File: src/rtl/tape_seq_pkg.sv
package tape_seq_pkg;
  localparam logic [5:0] FN_BACKSP  = 6'h11;
  localparam logic [5:0] FN_SKIPREV = 6'h13;
  localparam logic [5:0] FN_CLEAR   = 6'h20;
  localparam logic [5:0] FN_READ    = 6'h21;
  localparam logic [5:0] FN_WRITE   = 6'h22;
  localparam logic [5:0] FN_SKIPFWD = 6'h23;
  localparam logic [5:0] FN_MARK    = 6'h30;
  localparam logic [5:0] FN_REWIND  = 6'h38;

  typedef enum logic [1:0] {ST_IDLE, ST_RUN, ST_STOP1, ST_STOP2} unit_st_e;

  // strobes from control to status datapath
  typedef struct packed {
    logic clrAll;
    logic start;
    logic startQuiet;
    logic setErr;
    logic setEof;
    logic endBusy;
    logic setEom;
  } stb_t;

  function automatic logic fnKnown(logic [5:0] f);
    case (f)
      FN_BACKSP, FN_SKIPREV, FN_CLEAR, FN_READ, FN_WRITE,
      FN_SKIPFWD, FN_MARK, FN_REWIND: fnKnown = 1'b1;
      default: fnKnown = 1'b0;
    endcase
  endfunction
endpackage

File: src/rtl/tape_seq_ctrl.sv
module tape_seq_ctrl
  import tape_seq_pkg::*;
#(
  parameter int NUM_DRIVES = 4,
  parameter int DELAY_W = 8,
  parameter int SEL_W = 2
) (
  input  logic clk,
  input  logic rst_n,
  input  logic cmdValid,
  input  logic [SEL_W-1:0] cmdDrive,
  input  logic [7:0] cmdByte,
  input  logic [NUM_DRIVES-1:0] attached,
  input  logic [NUM_DRIVES-1:0] wrProt,
  input  logic [DELAY_W-1:0] recDelay,
  input  logic doneValid,
  input  logic [SEL_W-1:0] doneDrive,
  input  logic doneFileMark,
  input  logic doneError,
  input  logic doneEndTape,
  output stb_t stb,
  output logic [NUM_DRIVES-1:0] unitClr,
  output logic [NUM_DRIVES-1:0] unitSetNmtn,
  output logic [NUM_DRIVES-1:0] unitSetEot,
  output logic [NUM_DRIVES-1:0] irq,
  output logic startValid,
  output logic [SEL_W-1:0] startDrive,
  output logic [5:0] startFunc
);
  logic [5:0] func;
  logic isClear, isWrite, accept;
  logic [DELAY_W-1:0] delayLoad;
  logic [NUM_DRIVES-1:0] runVec, activeNR, rewFin, opDone, markHit;
  logic [NUM_DRIVES-1:0] eomFire, nmtnFire, errHit, irqNext, armReg;

  assign func      = cmdByte[5:0];
  assign isClear   = cmdValid && (func == FN_CLEAR);
  assign isWrite   = (func == FN_WRITE) || (func == FN_MARK);
  assign delayLoad = (recDelay == '0) ? DELAY_W'(1) : recDelay;
  assign accept    = cmdValid && fnKnown(func) && !isClear &&
                     attached[cmdDrive] && !(isWrite && wrProt[cmdDrive]) &&
                     !runVec[cmdDrive];

  for (genvar u = 0; u < NUM_DRIVES; u++) begin : g_unit
    unit_st_e st;
    logic [5:0] fn;
    logic [DELAY_W-1:0] cnt;
    logic startHere, cancelHere, hold, doneAct, isRew, tick;

    assign isRew      = (fn == FN_REWIND);
    assign startHere  = accept && (cmdDrive == SEL_W'(u));
    assign cancelHere = accept && !startHere && (st != ST_IDLE) && !isRew;
    assign hold       = isClear || startHere || cancelHere;
    assign doneAct    = doneValid && (doneDrive == SEL_W'(u)) && (st == ST_RUN) && !hold;
    assign tick       = ((st == ST_STOP1) || (st == ST_STOP2)) && (cnt <= DELAY_W'(1)) && !hold;

    assign runVec[u]   = (st == ST_RUN);
    assign activeNR[u] = (st != ST_IDLE) && !isRew;
    assign rewFin[u]   = doneAct && isRew;
    assign opDone[u]   = doneAct && !isRew;
    assign markHit[u]  = opDone[u] && (doneFileMark || (fn == FN_MARK));
    assign errHit[u]   = opDone[u] && doneError;
    assign eomFire[u]  = tick && (st == ST_STOP1);
    assign nmtnFire[u] = tick && (st == ST_STOP2);

    assign unitClr[u]     = startHere;
    assign unitSetNmtn[u] = rewFin[u] || nmtnFire[u];
    assign unitSetEot[u]  = rewFin[u] || (opDone[u] && doneEndTape);
    assign irqNext[u]     = armReg[u] && (rewFin[u] || markHit[u] || eomFire[u] || nmtnFire[u]);

    always_ff @(posedge clk) begin
      if (!rst_n || isClear) begin
        st  <= ST_IDLE;
        fn  <= '0;
        cnt <= '0;
      end else if (startHere) begin
        st  <= ST_RUN;
        fn  <= func;
        cnt <= '0;
      end else if (cancelHere || rewFin[u]) begin
        st <= ST_IDLE;
      end else if (opDone[u]) begin
        st  <= ST_STOP1;
        cnt <= delayLoad;
      end else if (tick) begin
        st  <= (st == ST_STOP1) ? ST_STOP2 : ST_IDLE;
        cnt <= delayLoad;
      end else if ((st == ST_STOP1) || (st == ST_STOP2)) begin
        cnt <= cnt - DELAY_W'(1);
      end
    end

    always_ff @(posedge clk) begin
      if (!rst_n || isClear) armReg[u] <= 1'b0;
      else if (cmdValid && (cmdDrive == SEL_W'(u))) begin
        if (cmdByte[7:6] == 2'b01) armReg[u] <= 1'b1;
        else if (cmdByte[7:6] == 2'b10) armReg[u] <= 1'b0;
      end
    end
  end

  always_comb begin
    stb.clrAll     = isClear;
    stb.start      = accept;
    stb.startQuiet = (func == FN_WRITE) || (func == FN_REWIND);
    stb.setErr     = |errHit;
    stb.setEof     = |markHit;
    stb.endBusy    = |(rewFin | eomFire);
    stb.setEom     = |eomFire;
  end

  always_ff @(posedge clk) begin
    if (!rst_n) begin
      irq        <= '0;
      startValid <= 1'b0;
      startDrive <= '0;
      startFunc  <= '0;
    end else begin
      irq        <= irqNext;
      startValid <= accept;
      startDrive <= cmdDrive;
      startFunc  <= func;
    end
  end

  p_unattached_r2: assert property (@(posedge clk) disable iff (!rst_n)
    cmdValid && !attached[cmdDrive] |=> !startValid);
  p_running_ignored_r3: assert property (@(posedge clk) disable iff (!rst_n)
    cmdValid && runVec[cmdDrive] |=> !startValid);
  p_single_active_r5: assert property (@(posedge clk) disable iff (!rst_n)
    $onehot0(activeNR));
  p_irq_armed_r12: assert property (@(posedge clk) disable iff (!rst_n)
    (irq & ~$past(armReg)) == '0);
endmodule

File: src/rtl/tape_seq_dp.sv
module tape_seq_dp
  import tape_seq_pkg::*;
#(
  parameter int NUM_DRIVES = 4,
  parameter int SEL_W = 2
) (
  input  logic clk,
  input  logic rst_n,
  input  stb_t stb,
  input  logic [NUM_DRIVES-1:0] unitClr,
  input  logic [NUM_DRIVES-1:0] unitSetNmtn,
  input  logic [NUM_DRIVES-1:0] unitSetEot,
  input  logic [NUM_DRIVES-1:0] attached,
  input  logic [SEL_W-1:0] statusSel,
  output logic [7:0] statusByte
);
  logic errR, eofR, busyR, eomR;
  logic [NUM_DRIVES-1:0] eotR, nmtnR;
  logic selAtt, selEot, selNmtn;

  always_ff @(posedge clk) begin
    if (!rst_n || stb.clrAll) begin
      busyR <= 1'b1;
      errR  <= 1'b0;
      eofR  <= 1'b0;
      eomR  <= 1'b0;
    end else if (stb.start) begin
      busyR <= !stb.startQuiet;
      errR  <= 1'b0;
      eofR  <= 1'b0;
      eomR  <= 1'b0;
    end else begin
      if (stb.setErr)  errR  <= 1'b1;
      if (stb.setEof)  eofR  <= 1'b1;
      if (stb.endBusy) busyR <= 1'b0;
      if (stb.setEom)  eomR  <= 1'b1;
    end
  end

  for (genvar u = 0; u < NUM_DRIVES; u++) begin : g_flags
    always_ff @(posedge clk) begin
      if (!rst_n) begin
        eotR[u]  <= 1'b0;
        nmtnR[u] <= 1'b1;
      end else if (stb.clrAll) begin
        nmtnR[u] <= 1'b1;
      end else if (unitClr[u]) begin
        eotR[u]  <= 1'b0;
        nmtnR[u] <= 1'b0;
      end else begin
        if (unitSetEot[u])  eotR[u]  <= 1'b1;
        if (unitSetNmtn[u]) nmtnR[u] <= 1'b1;
      end
    end
  end

  assign selAtt  = attached[statusSel];
  assign selEot  = selAtt && eotR[statusSel];
  assign selNmtn = selAtt && nmtnR[statusSel];
  assign statusByte = {errR, eofR, selEot, selNmtn, busyR, eomR,
                       errR || eofR || selNmtn, !selAtt};

  p_clear_state_r6: assert property (@(posedge clk) disable iff (!rst_n)
    stb.clrAll |=> busyR && (&nmtnR) && !errR && !eomR);
  p_eom_not_busy_r8: assert property (@(posedge clk) disable iff (!rst_n)
    $rose(eomR) |-> !busyR);
endmodule

File: src/rtl/tape_cmd_seq.sv
module tape_cmd_seq
  import tape_seq_pkg::*;
#(
  parameter int NUM_DRIVES = 4,
  parameter int DELAY_W = 8,
  localparam int SEL_W = (NUM_DRIVES > 1) ? $clog2(NUM_DRIVES) : 1
) (
  input  logic clk,
  input  logic rst_n,
  input  logic cmdValid,
  input  logic [SEL_W-1:0] cmdDrive,
  input  logic [7:0] cmdByte,
  input  logic [NUM_DRIVES-1:0] attached,
  input  logic [NUM_DRIVES-1:0] wrProt,
  input  logic [DELAY_W-1:0] recDelay,
  input  logic doneValid,
  input  logic [SEL_W-1:0] doneDrive,
  input  logic doneFileMark,
  input  logic doneError,
  input  logic doneEndTape,
  input  logic [SEL_W-1:0] statusSel,
  output logic [7:0] statusByte,
  output logic [NUM_DRIVES-1:0] irq,
  output logic startValid,
  output logic [SEL_W-1:0] startDrive,
  output logic [5:0] startFunc
);
  stb_t stb;
  logic [NUM_DRIVES-1:0] unitClr, unitSetNmtn, unitSetEot;

  tape_seq_ctrl #(.NUM_DRIVES(NUM_DRIVES), .DELAY_W(DELAY_W), .SEL_W(SEL_W)) u_ctrl (
    .clk(clk), .rst_n(rst_n), .cmdValid(cmdValid), .cmdDrive(cmdDrive),
    .cmdByte(cmdByte), .attached(attached), .wrProt(wrProt), .recDelay(recDelay),
    .doneValid(doneValid), .doneDrive(doneDrive), .doneFileMark(doneFileMark),
    .doneError(doneError), .doneEndTape(doneEndTape), .stb(stb),
    .unitClr(unitClr), .unitSetNmtn(unitSetNmtn), .unitSetEot(unitSetEot),
    .irq(irq), .startValid(startValid), .startDrive(startDrive), .startFunc(startFunc));

  tape_seq_dp #(.NUM_DRIVES(NUM_DRIVES), .SEL_W(SEL_W)) u_dp (
    .clk(clk), .rst_n(rst_n), .stb(stb), .unitClr(unitClr),
    .unitSetNmtn(unitSetNmtn), .unitSetEot(unitSetEot), .attached(attached),
    .statusSel(statusSel), .statusByte(statusByte));
endmodule

File: config.mk
export PLATFORM = sky130hd
export DESIGN_NAME = tape_cmd_seq
export DESIGN_NICKNAME = d
export VERILOG_FILES = /design/src/rtl/tape_seq_pkg.sv /design/src/rtl/tape_seq_ctrl.sv /design/src/rtl/tape_seq_dp.sv /design/src/rtl/tape_cmd_seq.sv
export SDC_FILE = /design/constraint.sdc
export NUM_CORES = 1
export LEC_CHECK = 0
export ABC_CLOCK_PERIOD_IN_PS = 5950
export BUFFER_PORTS_ARGS = -buffer_cell sky130_fd_sc_hd__buf_2
export CAP_MARGIN = 10
export CORE_ASPECT_RATIO = 1.2
export CORE_MARGIN = 3
export CORE_UTILIZATION = 45
export DETAILED_ROUTE_END_ITERATION = 10
export PLACE_DENSITY = 0.67
export SLEW_MARGIN = 5
export SYNTH_ARGS = -nofsm -noshare
export SYNTH_HDL_FRONTEND = slang
export SYNTH_SLANG_ARGS = --single-unit
File: constraint.sdc
create_clock -name clk -period 5.95 [get_ports clk]
set_input_delay 1.19 -clock clk [delete_from_list [all_inputs] [get_ports clk]]
set_output_delay 1.19 -clock clk [all_outputs]
set_load 0.05 [all_outputs]
======== After elaboration in Yosys (flattened, before gate mapping) ========
Cells that the tools add are included.
word-level totals
  bits in registers ....................... 93
  input port bits ......................... 37
  output and inout port bits .............. 21
  word-level logic and storage cells ...... 355
operators by class
  add/subtract/negate cells ............... 4
  order comparisons ....................... 6
  equality and inequality tests ........... 36
  multiplexer cells ....................... 66
  bitwise gates (word level) .............. 7
  reduce and logical (&&, ||, !) cells .... 200
operator list
  kind                                                             count
  2-to-1 mux 8 bit                                                 13
  == test 6 bit (second input constant)                            14
  logical AND 1 bit                                                81
  logical OR 1 bit                                                 45
  nonzero test 2 bit                                               18
  2-to-1 mux 1 bit                                                 35
  less-or-equal comparator 8 x 1 -> 1 bit (second input constant)  4
  subtractor 8 x 1 -> 8 bit (second input constant)                4
  == test 2 bit (second input constant)                            13
  2-to-1 mux 2 bit                                                 12
  AND reduction 2 bit                                              12
  zero test 1 bit                                                  18
  nonzero test 4 bit                                               4
  OR reduction 4 bit                                               4
  == test 2 x 1 -> 1 bit (second input constant)                   7
  binary-select mux 1 bit (select 2 bit)                           6
  == test 6 x 5 -> 1 bit (second input constant)                   2
  nonzero test 3 bit                                               4
  OR reduction 2 bit                                               6
  OR reduction 3 bit                                               4
  zero test 8 bit                                                  1
  OR reduction 8 bit                                               1
  less-than comparator 2 x 3 -> 1 bit (second input constant)      2
  inverter 1 bit                                                   6
  other kinds (2)                                                  3

======== Longest topological paths before layout ========
  depth after elaboration ................. 22
  gate-level depth with buffers ........... 11
  mapped depth without buffers ............ 9

======== Cells and area by module ========
A second synthesis with hierarchy kept.
second synthesis, totals
  cell total of the unflattened synthesis .. 665
  area total of the unflattened synthesis .. 5406.4 sq um
modules (own cells, without submodules)
  module         instances  cells each  area an instance (sq um)  seq. area each (sq um)
  tape_seq_ctrl  1          608         4842.1                    1621.6
  tape_seq_dp    1          57          564.3                     240.2

======== Least setup slack after synthesis ========
Ideal clock, no wire load.
  path kind ............................... input to output
  start ................................... input port statusSel[0]
  end ..................................... output port statusByte[1]
  data arrival time ....................... 2.356 ns
  data required time ...................... 4.760 ns
  path slack .............................. 2.404 ns
  stages .................................. 3
  buffers on the path ..................... 0
  cells stage by stage .................... mux4_2 > and2_1 > or3_1
between the ends
  word-level cells in the longest chain between the ends .. 4
  elaborated cells between the ends (all ways) .. 6
  classes of those cells .................. mux (4); reduce/logical (2)
ends and longest elaborated chain
  element                                                           RTL line                              RTL
  from (decl)                                                       tape_cmd_seq.sv:21                    input logic [SEL_W-1:0] statusSel,
  binary-select mux 1 bit (select 2 bit), on equally long branches  tape_seq_dp.sv:57, tape_seq_dp.sv:59
  2-to-1 mux 1 bit, on equally long branches                        tape_seq_dp.sv:57, tape_seq_dp.sv:59
  logical AND 1 bit (*)                                             tape_seq_dp.sv:59                     assign selNmtn = selAtt && nmtnR[statusSel];
  net u_dp.selNmtn                                                  tape_seq_dp.sv:19                     logic selAtt, selEot, selNmtn;
  logical OR 1 bit (*)                                              tape_seq_dp.sv:61                     errR || eofR || selNmtn, !selAtt};
  to (decl)                                                         tape_cmd_seq.sv:22                    output logic [7:0] statusByte,
Mark *: on every way through the listed nets, which the timed path passes. The rest lies on a longest branch. The select of a mux whose other input is x is not followed.

======== Final worst setup path ========
  start ................................... input port cmdDrive[0]
  end ..................................... register u_ctrl.g_unit[0].cnt[5]
between the ends
  word-level cells in the longest chain between the ends .. 18
  elaborated cells between the ends (all ways) .. 32
  classes of those cells .................. mux (8); bitwise (1); reduce/logical (23)
ends and longest elaborated chain
  element                                 RTL line                                  RTL
  from (decl)                             tape_cmd_seq.sv:11                        input logic [SEL_W-1:0] cmdDrive,
  binary-select mux 1 bit (select 2 bit)  tape_seq_ctrl.sv:41                       attached[cmdDrive] && !(isWrite && wrProt[cmdDrive]) &&
  2-to-1 mux 1 bit (not written as such)  tape_seq_ctrl.sv:41
  logical AND 1 bit                       tape_seq_ctrl.sv:41
  zero test 1 bit                         tape_seq_ctrl.sv:41
  logical AND 1 bit (2 in a row)          tape_seq_ctrl.sv:41
  logical AND 1 bit                       tape_seq_ctrl.sv:51                       assign startHere = accept && (cmdDrive == SEL_W'(u));
  zero test 1 bit                         tape_seq_ctrl.sv:52                       assign cancelHere = accept && !startHere && (st != ST_IDLE) && !isRew;
  logical AND 1 bit (3 in a row)          tape_seq_ctrl.sv:52
  logical OR 1 bit                        tape_seq_ctrl.sv:53                       assign hold = isClear || startHere || cancelHere;
  zero test 1 bit                         tape_seq_ctrl.sv:54, tape_seq_ctrl.sv:55
  logical AND 1 bit                       tape_seq_ctrl.sv:54                       assign doneAct = doneValid && (doneDrive == SEL_W'(u)) && (st == ST_RUN) && !hold;
  logical AND 1 bit                       tape_seq_ctrl.sv:59                       assign rewFin[u] = doneAct && isRew;
  logical OR 1 bit                        tape_seq_ctrl.sv:80                       end else if (cancelHere || rewFin[u]) begin
  inverter 1 bit (no line)                -
  AND reduction 2 bit (no line)           -
  to (signal assigned)                    tape_seq_ctrl.sv:84                       cnt <= delayLoad;
  to (signal assigned)                    tape_seq_ctrl.sv:87                       cnt <= delayLoad;
  to (signal assigned)                    tape_seq_ctrl.sv:89                       cnt <= cnt - DELAY_W'(1);
  to (decl)                               tape_seq_ctrl.sv:47                       logic [DELAY_W-1:0] cnt;
Parallel ways exist; a longest one is shown, timed or not. The select of a mux whose other input is x is not followed.
A chain may end at the register's enable or synchronous reset.

==> results.json <==
{
  "crit_slowest_cell": "nor2_2",
  "htree_levels": 3,
  "cts-root-buf": "clkbuf_16",
  "grt_pass1_wl_um": 25300,
  "ctsHoldBuffers": 0,
  "antennaDiodeCount": 0,
  "synth_compound_gate_area_share_pct": 22.7,
  "cts_tree": "done",
  "critPathMaxStageDelay_ps": 690,
  "crit_arrival_ps": 4130,
  "synth_fa_ha_area_share_pct": 2.11,
  "cp-start-kind": "input pin",
  "fin_crit_sh_pct": 65.4,
  "cts.sinks": 93,
  "critPathMaxFanout": 20,
  "ys_warn_count": 0,
  "ant_nets": 0,
  "yosys.cell_types.count": 76,
  "synthFlopType": "dfxtp_1",
  "synthSimpleGateAreaFrac_pct": 28.5,
  "routed_wl_um": 16100,
  "synth_top_family_by_area": "simple AND/OR/NAND/NOR gates",
  "vias_per_cell": 6.16,
  "drt-met1-wl_um": 6620,
  "finalHoldViolations": 0,
  "worstSetupPathType": "input pin to flop",
  "rsz0062_at_grt": "no",
  "routabilityCongestion": 0.935,
  "core-area_um2": 11300,
  "clock_skew_ps": 7.77,
  "place_ws_ps": 1750,
  "synth_area_leaders": "dfxtp_1 35%, a21oi_1 5.4%, nor2_1 4.4%, nand2_1 4.3%, o21ai_0 3.3%",
  "worstMarginPinSlew_ps": 902,
  "syn_nets": 711,
  "nets": 743,
  "hpwl_um": 11900,
  "synth-edff-count": 0,
  "cts.reportedPaths.clkPinSlew_ps": 70,
  "hold_path.class": "flop to flop",
  "netlist_area_um2": 5330,
  "die_w_um": 105,
  "die_area_um2": 13200,
  "fillCellCount": 1109,
  "synth-seq-area-share_pct": 35.0,
  "fin_hold_ws_ps": 447,
  "port_buffers": 57,
  "ys_ff_latch": 93,
  "synth_largest_area_cell": "dfxtp_1",
  "via_count": 5274,
  "drv_cap": 0,
  "fmax_mhz": 257,
  "area_delta_synth_final_pct": 11.3,
  "antenna_found_initial": 1,
  "first_pass_iters": 6,
  "cts_buffer_depth": 2,
  "multi_input_area_um2": 3160,
  "synthXorXnorAreaFrac_pct": 0.164,
  "relSlewSlack_pct": 39.8,
  "cp_top_family": "simple AND/OR/NAND/NOR gates",
  "post_cts_buffers": 0,
  "grt_pass1_vias": 4899,
  "placed_cell_area_um2": 5610,
  "fin_setup_tns_ps": 0,
  "gr-usage-all-layers_pct": 24.2,
  "min_period_ps": 3890,
  "grt_max_degree": 27,
  "drive_above_1_share_pct": 14.4,
  "worstSetupEndpointType": "flop",
  "fp.dieH_um": 125,
  "top_layer_used": "met5",
  "routed-wl-met2_um": 7630,
  "wl_met3_um": 1190,
  "async_flop_share_pct": 0,
  "p_leak_uw": 0.00230,
  "cp_num_buf_inv": 1,
  "avgSynthCellArea_um2": 8.01,
  "post-route-cell-area_um2": 5920,
  "pin_count": 58,
  "path_cells": "buf_2 -> mux4_2 -> nand4b_1 -> nand3_2 -> nor2_2 -> o21a_1 -> nand2b_1 -> o22ai_1",
  "muxShareOfSynthArea_pct": 5.73,
  "slew_viol_final": 0,
  "initial_core_util_pct": 47.1,
  "crit_required_ps": 6190,
  "worst_slack_ps": 2060,
  "synthCells": 665,
  "insertion_delay_ps": 350,
  "drt_iter0_drc": 353,
  "wl_per_cell_um": 18.8,
  "irDropWorstVdd_uv": 125,
  "fp-row-count": 42,
  "final-setup-viol-count": 0,
  "powerDensity_nw_per_um2": 230,
  "status": "complete, no violations",
  "postCtsResizedCells": 0,
  "ff_latch_area_um2": 1860,
  "cts_made_buffers": 9,
  "drcViolationCount": 0,
  "grt.overflow.total": 0,
  "synth_top_area_share_pct": 35.0
}
-- tightest hold or removal path, stage by stage (launching register included) --
cell	delay, ps
dfxtp_1	320
nand2_1	60
a21oi_1	30
-- area by class of cell --
| cell class | instances | area share (%) |
|---|---|---|
| clock inverter | 5 | 0.993 |
| sequential | 93 | 31.4 |
| inverter | 25 | 1.58 |
| multi-input combinational | 508 | 53.3 |
| clock buffer | 11 | 4.27 |
| tap | 154 | 3.25 |
| timing repair buffer | 60 | 5.20 |
-- cell usage after synthesis (6+ instances only) --
cell type	instances
or3_1	14
nor2b_1	11
a22oi_1	8
buf_4	9
clkbuf_1	14
nand2_1	61
inv_1	25
ha_1	9
o21ai_0	35
nand2b_1	12
nor4_1	11
nor3b_1	6
o221ai_1	6
buf_2	14
mux2i_1	17
a21oi_1	57
nand4_1	7
o21ai_1	14
and2_1	20
nor3_1	25
nand3_1	23
a31oi_1	10
and3_1	10
dfxtp_1	93
nor2_1	62
-- power breakdown --
| part | leakage (µW) | switching [µW] | internal [µW] |
|---|---|---|---|
| logic | 0.00140 | 92.6 | 35.5 |
| registers | 0.000752 | 3.10 | 628 |
| clock network | 0.000148 | 252 | 349 |
| total | 0.00230 | 348 | 1010 |
-- worst paths after layout --
path | start | end | slack (ps) | cells past startpoint
setup reg to reg | u_ctrl.g_unit[3].st[1]$_SDFFE_PP0P_ | u_ctrl.g_unit[0].cnt[5]$_SDFFE_PP0P_ | 2830 | 7
hold reg to reg | u_ctrl.armReg[2]$_SDFFE_PP0P_ | u_ctrl.irq[2]$_SDFF_PN0_ | 450 | 2
hold / removal | u_ctrl.armReg[2]$_SDFFE_PP0P_ | u_ctrl.irq[2]$_SDFF_PN0_ | 450 | 2
setup / recovery | cmdDrive[0] | u_ctrl.g_unit[0].cnt[5]$_SDFFE_PP0P_ | 2060 | 8
-- cells by family after synthesis --
kind of cell | Yosys count
DFF | 93
muxes | 25
adders and majority gates | 9
buffers and inverters | 64
xor gates and xnor gates | 1
AOI/OAI and AO/OA | 185
and+or+nand+nor | 288
-- through the flow --
step	util (%)	std cells	total power, µW
2_1_floorplan	-	665	727
6_report	52.4	856	1360
3_5_place_dp	49.7	840	772
3_3_place_gp	49.7	840	770
5_1_grt	52.4	856	1400
4_1_cts	52.4	856	1370
-- metal layers --
layer,up-vias,global-route usage [%]
met5,-,0
met4,2,11.0
met3,47,5.31
met2,234,39.8
met1,2494,30.1
li1,2497,-
-- registers in the layout, indices dropped and copies added (netlist names) --
register	count
u_ctrl.startFunc	6
u_ctrl.startValid	1
u_dp.nmtnR	4
u_dp.eomR	1
u_dp.eotR	4
u_ctrl.irq	4
u_ctrl.armReg	4
u_ctrl.g_unit.fn	24
u_ctrl.g_unit.cnt	32
u_dp.busyR	1
u_dp.eofR	1
u_ctrl.startDrive	2
u_dp.errR	1
u_ctrl.g_unit.st	8
-- layout by cell type, fill, tap and decap left out, drive strengths merged, types with 3 or more instances in the layout --
cell,count
dfxtp,93
nor2,64
nand2,61
buf,60
a21oi,57
o21ai,49
nor3,29
inv,25
nand3,24
and2,20
mux2i,17
or3,15
nand2b,13
nor4,12
nor2b,11
clkbuf,11
a31oi,10
and3,10
ha,9
a22oi,8
nand4,7
nor3b,7
o221ai,6
o21a,5
o211ai,5
o31ai,5
mux4,4
mux2,4
o22ai,3
a21o,3
o211a,3
a211oi,3
o31a,3
nor4bb,3
and4,3
a311oi,3
o32a,3
No activity file was read; power rests on OpenSTA's default activity.
